===== src/rtl/mac_irqagg_pkg.sv =====
`timescale 1ns/1ps
package mac_irqagg_pkg;

  typedef enum logic [1:0] {
    SEL_EVENT  = 2'd0,
    SEL_ENABLE = 2'd1,
    SEL_HALT   = 2'd2,
    SEL_CTRL   = 2'd3
  } reg_sel_e;

  // Status update: write-1-to-clear first, then new events on top (set wins).
  function automatic logic [31:0] status_merge(input logic [31:0] cur,
                                               input logic [31:0] clr,
                                               input logic [31:0] set);
    return (cur & ~clr) | set;
  endfunction

  // Summary: any source that is pending, enabled and part of the source set.
  function automatic logic summary_of(input logic [31:0] st,
                                      input logic [31:0] en,
                                      input logic [31:0] src);
    return |(st & en & src);
  endfunction

endpackage


===== src/rtl/mac_irqagg_half.sv =====
`timescale 1ns/1ps
module mac_irqagg_half
  import mac_irqagg_pkg::*;
#(
  parameter int unsigned       HALF_W   = 16,
  parameter int unsigned       SUM_IDX  = 0,
  parameter logic [HALF_W-1:0] SRC_MASK = 16'h000E
)(
  input  logic              clk,
  input  logic              rst_n,
  input  logic              soft_rst,
  input  logic [HALF_W-1:0] evt_set,
  input  logic              stat_wr,
  input  logic              en_wr,
  input  logic [HALF_W-1:0] wdata,
  input  logic [HALF_W-1:0] en_next,
  output logic [HALF_W-1:0] stat_view,
  output logic              sum_q
);

  localparam logic [HALF_W-1:0] SUM_BIT = HALF_W'(1) << SUM_IDX;

  logic [HALF_W-1:0] raw_q;
  logic [HALF_W-1:0] raw_d;
  logic [HALF_W-1:0] set_eff;
  logic [HALF_W-1:0] clr_eff;
  logic              sum_d;
  logic              recompute;

  // The summary position is derived only, never latched from an event.
  assign set_eff   = evt_set & ~SUM_BIT;
  assign clr_eff   = stat_wr ? wdata : '0;
  assign raw_d     = HALF_W'(status_merge(32'(raw_q), 32'(clr_eff), 32'(set_eff)));
  assign sum_d     = summary_of(32'(raw_d), 32'(en_next), 32'(SRC_MASK));
  assign recompute = (|evt_set) | stat_wr | en_wr;

  always_ff @(posedge clk or negedge rst_n) begin
    if (!rst_n) begin
      raw_q <= '0;
      sum_q <= 1'b0;
    end else if (soft_rst) begin
      raw_q <= '0;
      sum_q <= 1'b0;
    end else begin
      raw_q <= raw_d;
      if (recompute) sum_q <= sum_d;
    end
  end

  assign stat_view = raw_q | (sum_q ? SUM_BIT : '0);

endmodule


===== src/rtl/mac_irqagg_irq_reg.sv =====
`timescale 1ns/1ps
module mac_irqagg_irq_reg (
  input  logic clk,
  input  logic rst_n,
  input  logic soft_rst,
  input  logic sum_in,
  input  logic sum_en,
  output logic irq_q
);

  always_ff @(posedge clk or negedge rst_n) begin
    if (!rst_n)        irq_q <= 1'b0;
    else if (soft_rst) irq_q <= 1'b0;
    else               irq_q <= sum_in & sum_en;
  end

endmodule


===== src/rtl/mac_irqagg_halt.sv =====
`timescale 1ns/1ps
module mac_irqagg_halt (
  input  logic clk,
  input  logic rst_n,
  input  logic soft_rst,
  input  logic level,
  input  logic clr,
  output logic flag_q
);

  logic level_q;
  logic fell;

  assign fell = level_q & ~level;

  always_ff @(posedge clk or negedge rst_n) begin
    if (!rst_n) level_q <= 1'b0;
    else        level_q <= level;
  end

  always_ff @(posedge clk or negedge rst_n) begin
    if (!rst_n)        flag_q <= 1'b0;
    else if (soft_rst) flag_q <= 1'b0;
    else if (fell)     flag_q <= 1'b1;
    else if (clr)      flag_q <= 1'b0;
  end

endmodule


===== src/rtl/mac_irq_aggregator.sv =====
`timescale 1ns/1ps
module mac_irq_aggregator
  import mac_irqagg_pkg::*;
#(
  parameter int unsigned         HALF_W    = 16,
  parameter int unsigned         SUM_IDX   = 0,
  parameter logic [HALF_W-1:0]   SRC_MASK  = 16'h000E,
  parameter logic [2*HALF_W-1:0] CTRL_KEEP = 32'h0000_0300
)(
  input  logic                clk,
  input  logic                rst_n,
  input  logic                soft_rst,
  input  logic                reg_wr,
  input  logic [1:0]          reg_waddr,
  input  logic [2*HALF_W-1:0] reg_wdata,
  input  logic [1:0]          reg_raddr,
  output logic [2*HALF_W-1:0] reg_rdata,
  input  logic [HALF_W-1:0]   tx_evt,
  input  logic [HALF_W-1:0]   rx_evt,
  input  logic                tx_en,
  input  logic                rx_en,
  output logic                irq_tx,
  output logic                irq_rx
);

  localparam int unsigned REG_W  = 2 * HALF_W;
  localparam int unsigned NDIR   = 2;
  localparam int unsigned DIR_RX = 0;
  localparam int unsigned DIR_TX = 1;

  logic wr_stat, wr_en, wr_halt, wr_ctrl;

  assign wr_stat = reg_wr && (reg_sel_e'(reg_waddr) == SEL_EVENT);
  assign wr_en   = reg_wr && (reg_sel_e'(reg_waddr) == SEL_ENABLE);
  assign wr_halt = reg_wr && (reg_sel_e'(reg_waddr) == SEL_HALT);
  assign wr_ctrl = reg_wr && (reg_sel_e'(reg_waddr) == SEL_CTRL);

  logic [REG_W-1:0] en_q;
  logic [REG_W-1:0] en_d;
  logic [REG_W-1:0] ctrl_q;
  logic [REG_W-1:0] stat_w;

  assign en_d = wr_en ? reg_wdata : en_q;

  always_ff @(posedge clk or negedge rst_n) begin
    if (!rst_n)        en_q <= '0;
    else if (soft_rst) en_q <= '0;
    else               en_q <= en_d;
  end

  always_ff @(posedge clk or negedge rst_n) begin
    if (!rst_n)        ctrl_q <= '0;
    else if (soft_rst) ctrl_q <= ctrl_q & CTRL_KEEP;
    else if (wr_ctrl)  ctrl_q <= reg_wdata;
  end

  logic [NDIR-1:0][HALF_W-1:0] evt_arr;
  logic [NDIR-1:0][HALF_W-1:0] view_arr;
  logic [NDIR-1:0][HALF_W-1:0] en_next_arr;
  logic [NDIR-1:0][HALF_W-1:0] en_cur_arr;
  logic [NDIR-1:0][HALF_W-1:0] wdata_arr;
  logic [NDIR-1:0]             sum_arr;
  logic [NDIR-1:0]             irq_arr;
  logic [NDIR-1:0]             lvl_arr;
  logic [NDIR-1:0]             hclr_arr;
  logic [NDIR-1:0]             halt_arr;

  assign evt_arr     = {tx_evt, rx_evt};
  assign en_next_arr = en_d;
  assign en_cur_arr  = en_q;
  assign wdata_arr   = reg_wdata;
  assign lvl_arr     = {tx_en, rx_en};
  assign hclr_arr    = wr_halt ? reg_wdata[NDIR-1:0] : '0;

  for (genvar g = 0; g < NDIR; g++) begin : g_dir
    mac_irqagg_half #(
      .HALF_W  (HALF_W),
      .SUM_IDX (SUM_IDX),
      .SRC_MASK(SRC_MASK)
    ) u_half (
      .clk      (clk),
      .rst_n    (rst_n),
      .soft_rst (soft_rst),
      .evt_set  (evt_arr[g]),
      .stat_wr  (wr_stat),
      .en_wr    (wr_en),
      .wdata    (wdata_arr[g]),
      .en_next  (en_next_arr[g]),
      .stat_view(view_arr[g]),
      .sum_q    (sum_arr[g])
    );

    mac_irqagg_irq_reg u_irq (
      .clk     (clk),
      .rst_n   (rst_n),
      .soft_rst(soft_rst),
      .sum_in  (sum_arr[g]),
      .sum_en  (en_cur_arr[g][SUM_IDX]),
      .irq_q   (irq_arr[g])
    );

    mac_irqagg_halt u_halt (
      .clk     (clk),
      .rst_n   (rst_n),
      .soft_rst(soft_rst),
      .level   (lvl_arr[g]),
      .clr     (hclr_arr[g]),
      .flag_q  (halt_arr[g])
    );
  end

  assign stat_w = view_arr;
  assign irq_tx = irq_arr[DIR_TX];
  assign irq_rx = irq_arr[DIR_RX];

  always_comb begin
    unique case (reg_sel_e'(reg_raddr))
      SEL_EVENT:  reg_rdata = stat_w;
      SEL_ENABLE: reg_rdata = en_q;
      SEL_HALT:   reg_rdata = REG_W'(halt_arr);
      SEL_CTRL:   reg_rdata = ctrl_q;
      default:    reg_rdata = '0;
    endcase
  end

endmodule


===== config.mk =====
export PLATFORM = sky130hd
export DESIGN_NAME = mac_irq_aggregator
export DESIGN_NICKNAME = d
export VERILOG_FILES = /design/src/rtl/mac_irqagg_pkg.sv /design/src/rtl/mac_irqagg_half.sv /design/src/rtl/mac_irqagg_irq_reg.sv /design/src/rtl/mac_irqagg_halt.sv /design/src/rtl/mac_irq_aggregator.sv
export SDC_FILE = /design/constraint.sdc
export NUM_CORES = 1
export LEC_CHECK = 0
export BUFFER_PORTS_ARGS = -buffer_cell sky130_fd_sc_hd__clkbuf_2
export CORE_AREA = 3 3 104 115
export CTS_CLUSTER_SIZE = 10
export DETAILED_ROUTE_END_ITERATION = 8
export DIE_AREA = 0 0 107 118
export PLACE_DENSITY = 0.73
export RECOVER_POWER = 50
export SLEW_MARGIN = 10
export SYNTH_ARGS = -nofsm -noshare
export SYNTH_HDL_FRONTEND = slang
export SYNTH_SLANG_ARGS = --single-unit

===== constraint.sdc =====
create_clock -name clk -period 1.6 [get_ports clk]
set_clock_uncertainty 0.1 [all_clocks]
set_input_delay 0.16 -clock clk [delete_from_list [all_inputs] [get_ports clk]]
set_output_delay 0.16 -clock clk [all_outputs]
set_load 0.01 [all_outputs]

==> After elaboration in Yosys (flattened, before gate mapping) <==
Index checks and enable logic that the tools add are counted.
{ "word_totals": {"input_bits": 74, "register_bits": 104, "out_inout_bits": 34, "wordCells": 80} }
{ "op_classes": {"bitwise_logic": 21, "eq_ne": 6, "mux": 24, "reduce_logical": 16} }
{ "op_table": {"columns": ["op", "n"], "rows": [
  ["32-bit 2-to-1 mux", 4],
  ["32-bit case mux with 4 select lines", 1],
  ["16-bit 2-to-1 mux", 4],
  ["16-bit bitwise OR", 4],
  ["16-bit AND", 2],
  ["16-bit inverter", 2],
  ["16-bit OR reduction", 2],
  ["1-bit 2-to-1 mux", 14],
  ["4-bit AND", 2],
  ["2-bit == test (second input constant)", 4],
  ["2-bit nonzero test", 3],
  ["3-bit nonzero test", 2],
  ["3-bit OR reduction", 2],
  ["1-bit AND", 4],
  ["2-bit by 1-bit == test with 1-bit output (second input constant)", 2],
  ["1-bit logical AND", 4],
  ["2-bit zero test", 2],
  ["1-bit bitwise OR", 4],
  ["1-bit inverter", 3],
  ["2-bit 2-to-1 mux", 1],
  ["2-bit AND reduction", 1]
]} }

==> Logic depth before layout (Yosys ltp) <==
{ "depth": {"depth_word": 10, "depth_mapped": 6} }

==> Cells and area by module <==
Synthesis repeated with hierarchy kept, for this count alone.
{ "unflattened": {"hier_cells": 563, "hier_area_um2": 5965.7} }
{ "by_module_without_submodules": {"columns": ["mod", "area_per_inst_um2", "instances", "cells_each", "seq_area_each_um2"], "rows": [
  ["mac_irq_aggregator", 4036.4, 1, 355, 1601.5],
  ["mac_irqagg_half", 859.6, 2, 97, 425.4],
  ["mac_irqagg_halt", 71.3, 2, 5, 50.0],
  ["mac_irqagg_irq_reg", 33.8, 2, 2, 25.0]
]} }

==> Least setup slack after synthesis <==
No wires, ideal clock.
{ "synth_timing": {"path_type": "input -> register", "from": "input rx_evt[2]", "to": "register g_dir[0].u_half.sum_q", "slack_ps": 147, "t_arrival_ps": 1230, "stages": 4, "required_ps": 1377, "n_path_buf": 0, "path_cell_list": "or4_1 > nor4_2 > nand2_1 > o221a_1"} }
{ "synth_between": {"elab_chain_len": 5, "elab_cells_between_ends": 9, "classes_between": "mux (2); bitwise (4); reduce/logical (3)"} }
{ "synth_rtl": {"columns": ["item", "line_no", "source"], "rows": [
  ["start: declaration", "mac_irq_aggregator.sv:19", "input logic [HALF_W-1:0] rx_evt,"],
  ["16-bit bitwise OR", "mac_irqagg_pkg.sv:15", "return (cur & ~clr) | set;"],
  ["4-bit AND", "mac_irqagg_pkg.sv:22", "return |(st & en & src);"],
  ["3-bit OR reduction", "mac_irqagg_pkg.sv:22", null],
  ["1-bit 2-to-1 mux", "mac_irqagg_half.sv:46", "if (recompute) sum_q <= sum_d;"],
  ["1-bit 2-to-1 mux", "mac_irqagg_half.sv:41", "end else if (soft_rst) begin"],
  ["end signal: assignment", "mac_irqagg_half.sv:46", null],
  ["end: declaration", "mac_irqagg_half.sv:18", "output logic sum_q"]
]} }
Parallel ways exist; a longest one is shown, timed or not. The select of a mux whose other input is x is not followed.
A chain may end at the register's enable or synchronous reset.

==> Worst setup path after layout <==
{ "layout_timing": {"from": "register g_dir[0].u_half.sum_q", "to": "output reg_rdata[0]"} }
{ "layout_between": {"elab_chain_len": 3} }
{ "layout_rtl": {"columns": ["item", "line_no", "source"], "rows": [
  ["1-bit 2-to-1 mux", "mac_irqagg_half.sv:50", "assign stat_view = raw_q | (sum_q ? SUM_BIT : '0);"],
  ["16-bit bitwise OR", "mac_irqagg_half.sv:50", null],
  ["32-bit case mux with 4 select lines", "mac_irq_aggregator.sv:117", "unique case (reg_sel_e'(reg_raddr))"],
  ["end: declaration", "mac_irq_aggregator.sv:17", "output logic [2*HALF_W-1:0] reg_rdata,"]
]} }
No other way between the ends.

==> flow_summary.ini <==
[sta]
rsz0062_at_grt = true
relSlewSlack = 0.376
fin_ws_ns = -0.265
fmax_mhz = 536
min_period_over_period = 1.17
totalNegativeSetupSlack_ns = -1.42
worst_slew_pin_slew_ns = 0.935
layout_min_cycle_time_ns = 1.86
setup_viol = 22
slew_viol_final = 0
hold_violations = 0

[critical_path]
worstPathArrival_ns = 1.60
slowest_delay_ns = 0.47
worst-r2r-setup-slack_ns = 0.23
reg2reg_from = en_cur_arr[18]
worstSetupEndpointType = primary output
rr_worst_depth = 4
cp_slowest_cell = mux4_2
cp_max_fo = 2
timing.rr.end = g_dir[1].u_half.sum_q
worst_ep_required_time_ns = 1.34
cp-start-kind = flop
crit_chain = or2_4, mux4_2, clkbuf_2
worst-setup-path-type = flop to primary output

[clock_tree]
cts_root_buffer = clkbuf_16
clock_sinks = 104
htree_levels = 3
path_clk_slew_ns = 0.07
cts_buffers = 9
cts_tree = done
clk_path_buf_depth = 2
insertion_delay_ns = 0.34

[global_route]
grt_pass1_vias = 4634
antenna_found_initial = 0
grt.overflow.total = 0
grt_pass1_wl_mm = 23.5
grt_max_degree = 44
track_usage = 0.237

[finish]
diodes = 0
finalCoreUtilization = 0.609
area_growth_pct = 37.5
nets = 723
fin_area_sq_um = 6680
drive_gt1_frac = 0.319

[routing]
drt_pass1_iterations = 5
drt_iter0_drc = 255
vias = 4384
routed_via_density = 5.49
ant_nets = 0
drt_wl_total_mm = 14.6
post_drt_wl_per_cell_microns = 18.2
drc = 0

[yosys]
seq_area_frac_synth = 0.536
yosysMostFrequentCell = dfrtp_1
synthFlopType = dfrtp_1
syn_nets = 538
yosysWarnings = 0
avgSynthCellArea_sq_um = 10.5
yosys-top-cells-area = dfrtp_1 (54%), a22o_1 (11%), mux2_2 (8.4%), nand2_1 (6.4%), a21oi_1 (5.6%)
synthTopCellsByCount = dfrtp_1 (104), nand2_1 (83), a22o_1 (63)
synth_seq_cells = 104
synth_edf_count = 0
synth_top_area_cell = dfrtp_1
synth_cell_types = 26
syn_area_sq_um = 4850
yosysTopAreaCellShare = 0.536
synthArstFlopShare = 1.00
syn_inst = 464

[placement]
placed_cell_area_sq_um = 5760
hpwl_mm = 9.31
place_congestion = 0.810
numPortBuffers = 107
dp_slack_ns = -0.0569

[power]
power_density_nw_per_um2 = 883
fin_total_pwr_mw = 5.90
ir_drop_uv = 490
leakage_nw = 3.23

[run]
drv_cap = 0

[die]
io_pins = 108
die_height_microns = 118
coreArea_sq_um = 11000
rows = 40
start_util = 0.443
die-area_sq_um = 12600
die_x_microns = 107

[outcome]
violations = negative setup slack
status = finished with violations

[hold_path]
hold_path.class = primary input to flop
min_from = tx_evt[15]
hold_end = g_dir[1].u_half.raw_q[15]
hold-path-cell-count = 3
==> repair_timing <==
item,CTS,global route
buffers inserted,2,18
endpoints found under the setup margin,4,26
gates resized for setup,1,6
pin swaps,1,0
endpoints found under the hold margin,146,0
hold buffers,53,0
==> per-stage QoR <==
step,instances,hold WS [ns]
after floorplan,464,-0.236
after global placement,712,0.00355
after detailed placement,712,-0.00190
after CTS,781,0.00247
after global routing,799,0.0184
final,799,0.00450
==> area by class of cell <==
cell class / instances / area (sq um)
clock buffers: 11 / 233
clock inverters: 3 / 45.0
fillers: 891 / 4280
inverters: 7 / 26.3
multi-input cells: 320 / 2110
flip-flops and latches: 104 / 2600
well taps: 147 / 184
repair buffers: 207 / 1480
==> kinds of logic after synthesis <==
family,Yosys count,share of synthesized area
and+or+nand+nor,153,0.144
DFF,104,0.536
AOI/OAI and AO/OA,127,0.185
muxes,40,0.0990
buffers and inverters,40,0.0361
==> cell usage in the layout (no fill, tap or decap) <==
| master | synthesis | layout |
|---|---|---|
| buf_6 | 1 | 2 |
| clkbuf_16 | 0 | 9 |
| a31oi_4 | 0 | 1 |
| bufinv_16 | 0 | 1 |
| clkbuf_1 | 22 | 7 |
| mux2_4 | 2 | 4 |
| nand3b_4 | 1 | 1 |
| a21oi_1 | 54 | 54 |
| and2_1 | 13 | 12 |
| clkbuf_2 | 0 | 103 |
| clkinvlp_4 | 0 | 2 |
| and3b_1 | 1 | 1 |
| and2_0 | 0 | 1 |
| mux2_2 | 36 | 34 |
| nor2_1 | 37 | 36 |
| nor2_2 | 0 | 1 |
| and3_1 | 2 | 2 |
| a31oi_1 | 7 | 6 |
| dlygate4sd3_1 | 0 | 53 |
| buf_2 | 8 | 2 |
| nand2_1 | 83 | 83 |
| or4_1 | 8 | 8 |
| a22o_1 | 63 | 63 |
| mux4_2 | 2 | 2 |
| clkbuf_4 | 0 | 1 |
| nor2b_1 | 3 | 3 |
| or2_4 | 0 | 1 |
| nor3b_4 | 0 | 1 |
| dfrtp_1 | 104 | 104 |
| nand3_1 | 1 | 1 |
| o221a_1 | 2 | 2 |
| inv_1 | 7 | 7 |
| o31ai_1 | 1 | 1 |
| buf_12 | 0 | 5 |
| buf_4 | 2 | 36 |
| nor4_2 | 2 | 2 |
==> power breakdown <==
| part | leakage [nW] | switching (mW) | internal, mW |
|---|---|---|---|
| Combinational | 1.72 | 0.471 | 0.449 |
| Clock | 0.128 | 0.962 | 1.20 |
| Sequential | 1.39 | 0.0658 | 2.75 |
==> critical path, delay by kind of cell (launching register included) <==
kind,cells,cell delay [ns]
mux,1,0.47
flops,1,0.40
simple gates,1,0.25
buf+inv,1,0.15
==> how the worst max path moves through the flow <==
stage / from / endpoint / slack, ns / cells after the start
5_1_grt: g_dir[0].u_half.sum_q / reg_rdata[0] / -0.29 / 3
4_1_cts: g_dir[0].u_half.sum_q / reg_rdata[0] / -0.24 / 3
3_3_place_gp: tx_evt[2] / g_dir[1].u_half.sum_q / -0.02 / 5
6_report: g_dir[0].u_half.sum_q / reg_rdata[0] / -0.26 / 3
3_5_place_dp: rx_evt[2] / g_dir[0].u_half.sum_q / -0.06 / 5
2_1_floorplan: rx_evt[2] / g_dir[0].u_half.sum_q / 0.15 / 4
==> registers in the layout, summed over array words and instances, names as in the netlist <==
register              flops
ctrl_q                   32
g_dir.u_halt.level_q      2
g_dir.u_half.raw_q       32
en_cur_arr               32
g_dir.u_irq.irq_q         2
g_dir.u_halt.flag_q       2
g_dir.u_half.sum_q        2
==> metal layers <==
| layer | routed length (microns) | GRT usage | part of all wire | vias up |
|---|---|---|---|---|
| met1 | 5990 | 0.290 | 0.41 | 2174 |
| met3 | 840 | 0.0450 | 0.058 | 24 |
| met2 | 7500 | 0.418 | 0.51 | 172 |
| li1 | - | - | - | 2014 |
| met5 | 0 | 0 | 0 | - |
| met4 | 249 | 0.0759 | 0.017 | 0 |
No activity file was read; power rests on OpenSTA's default activity.
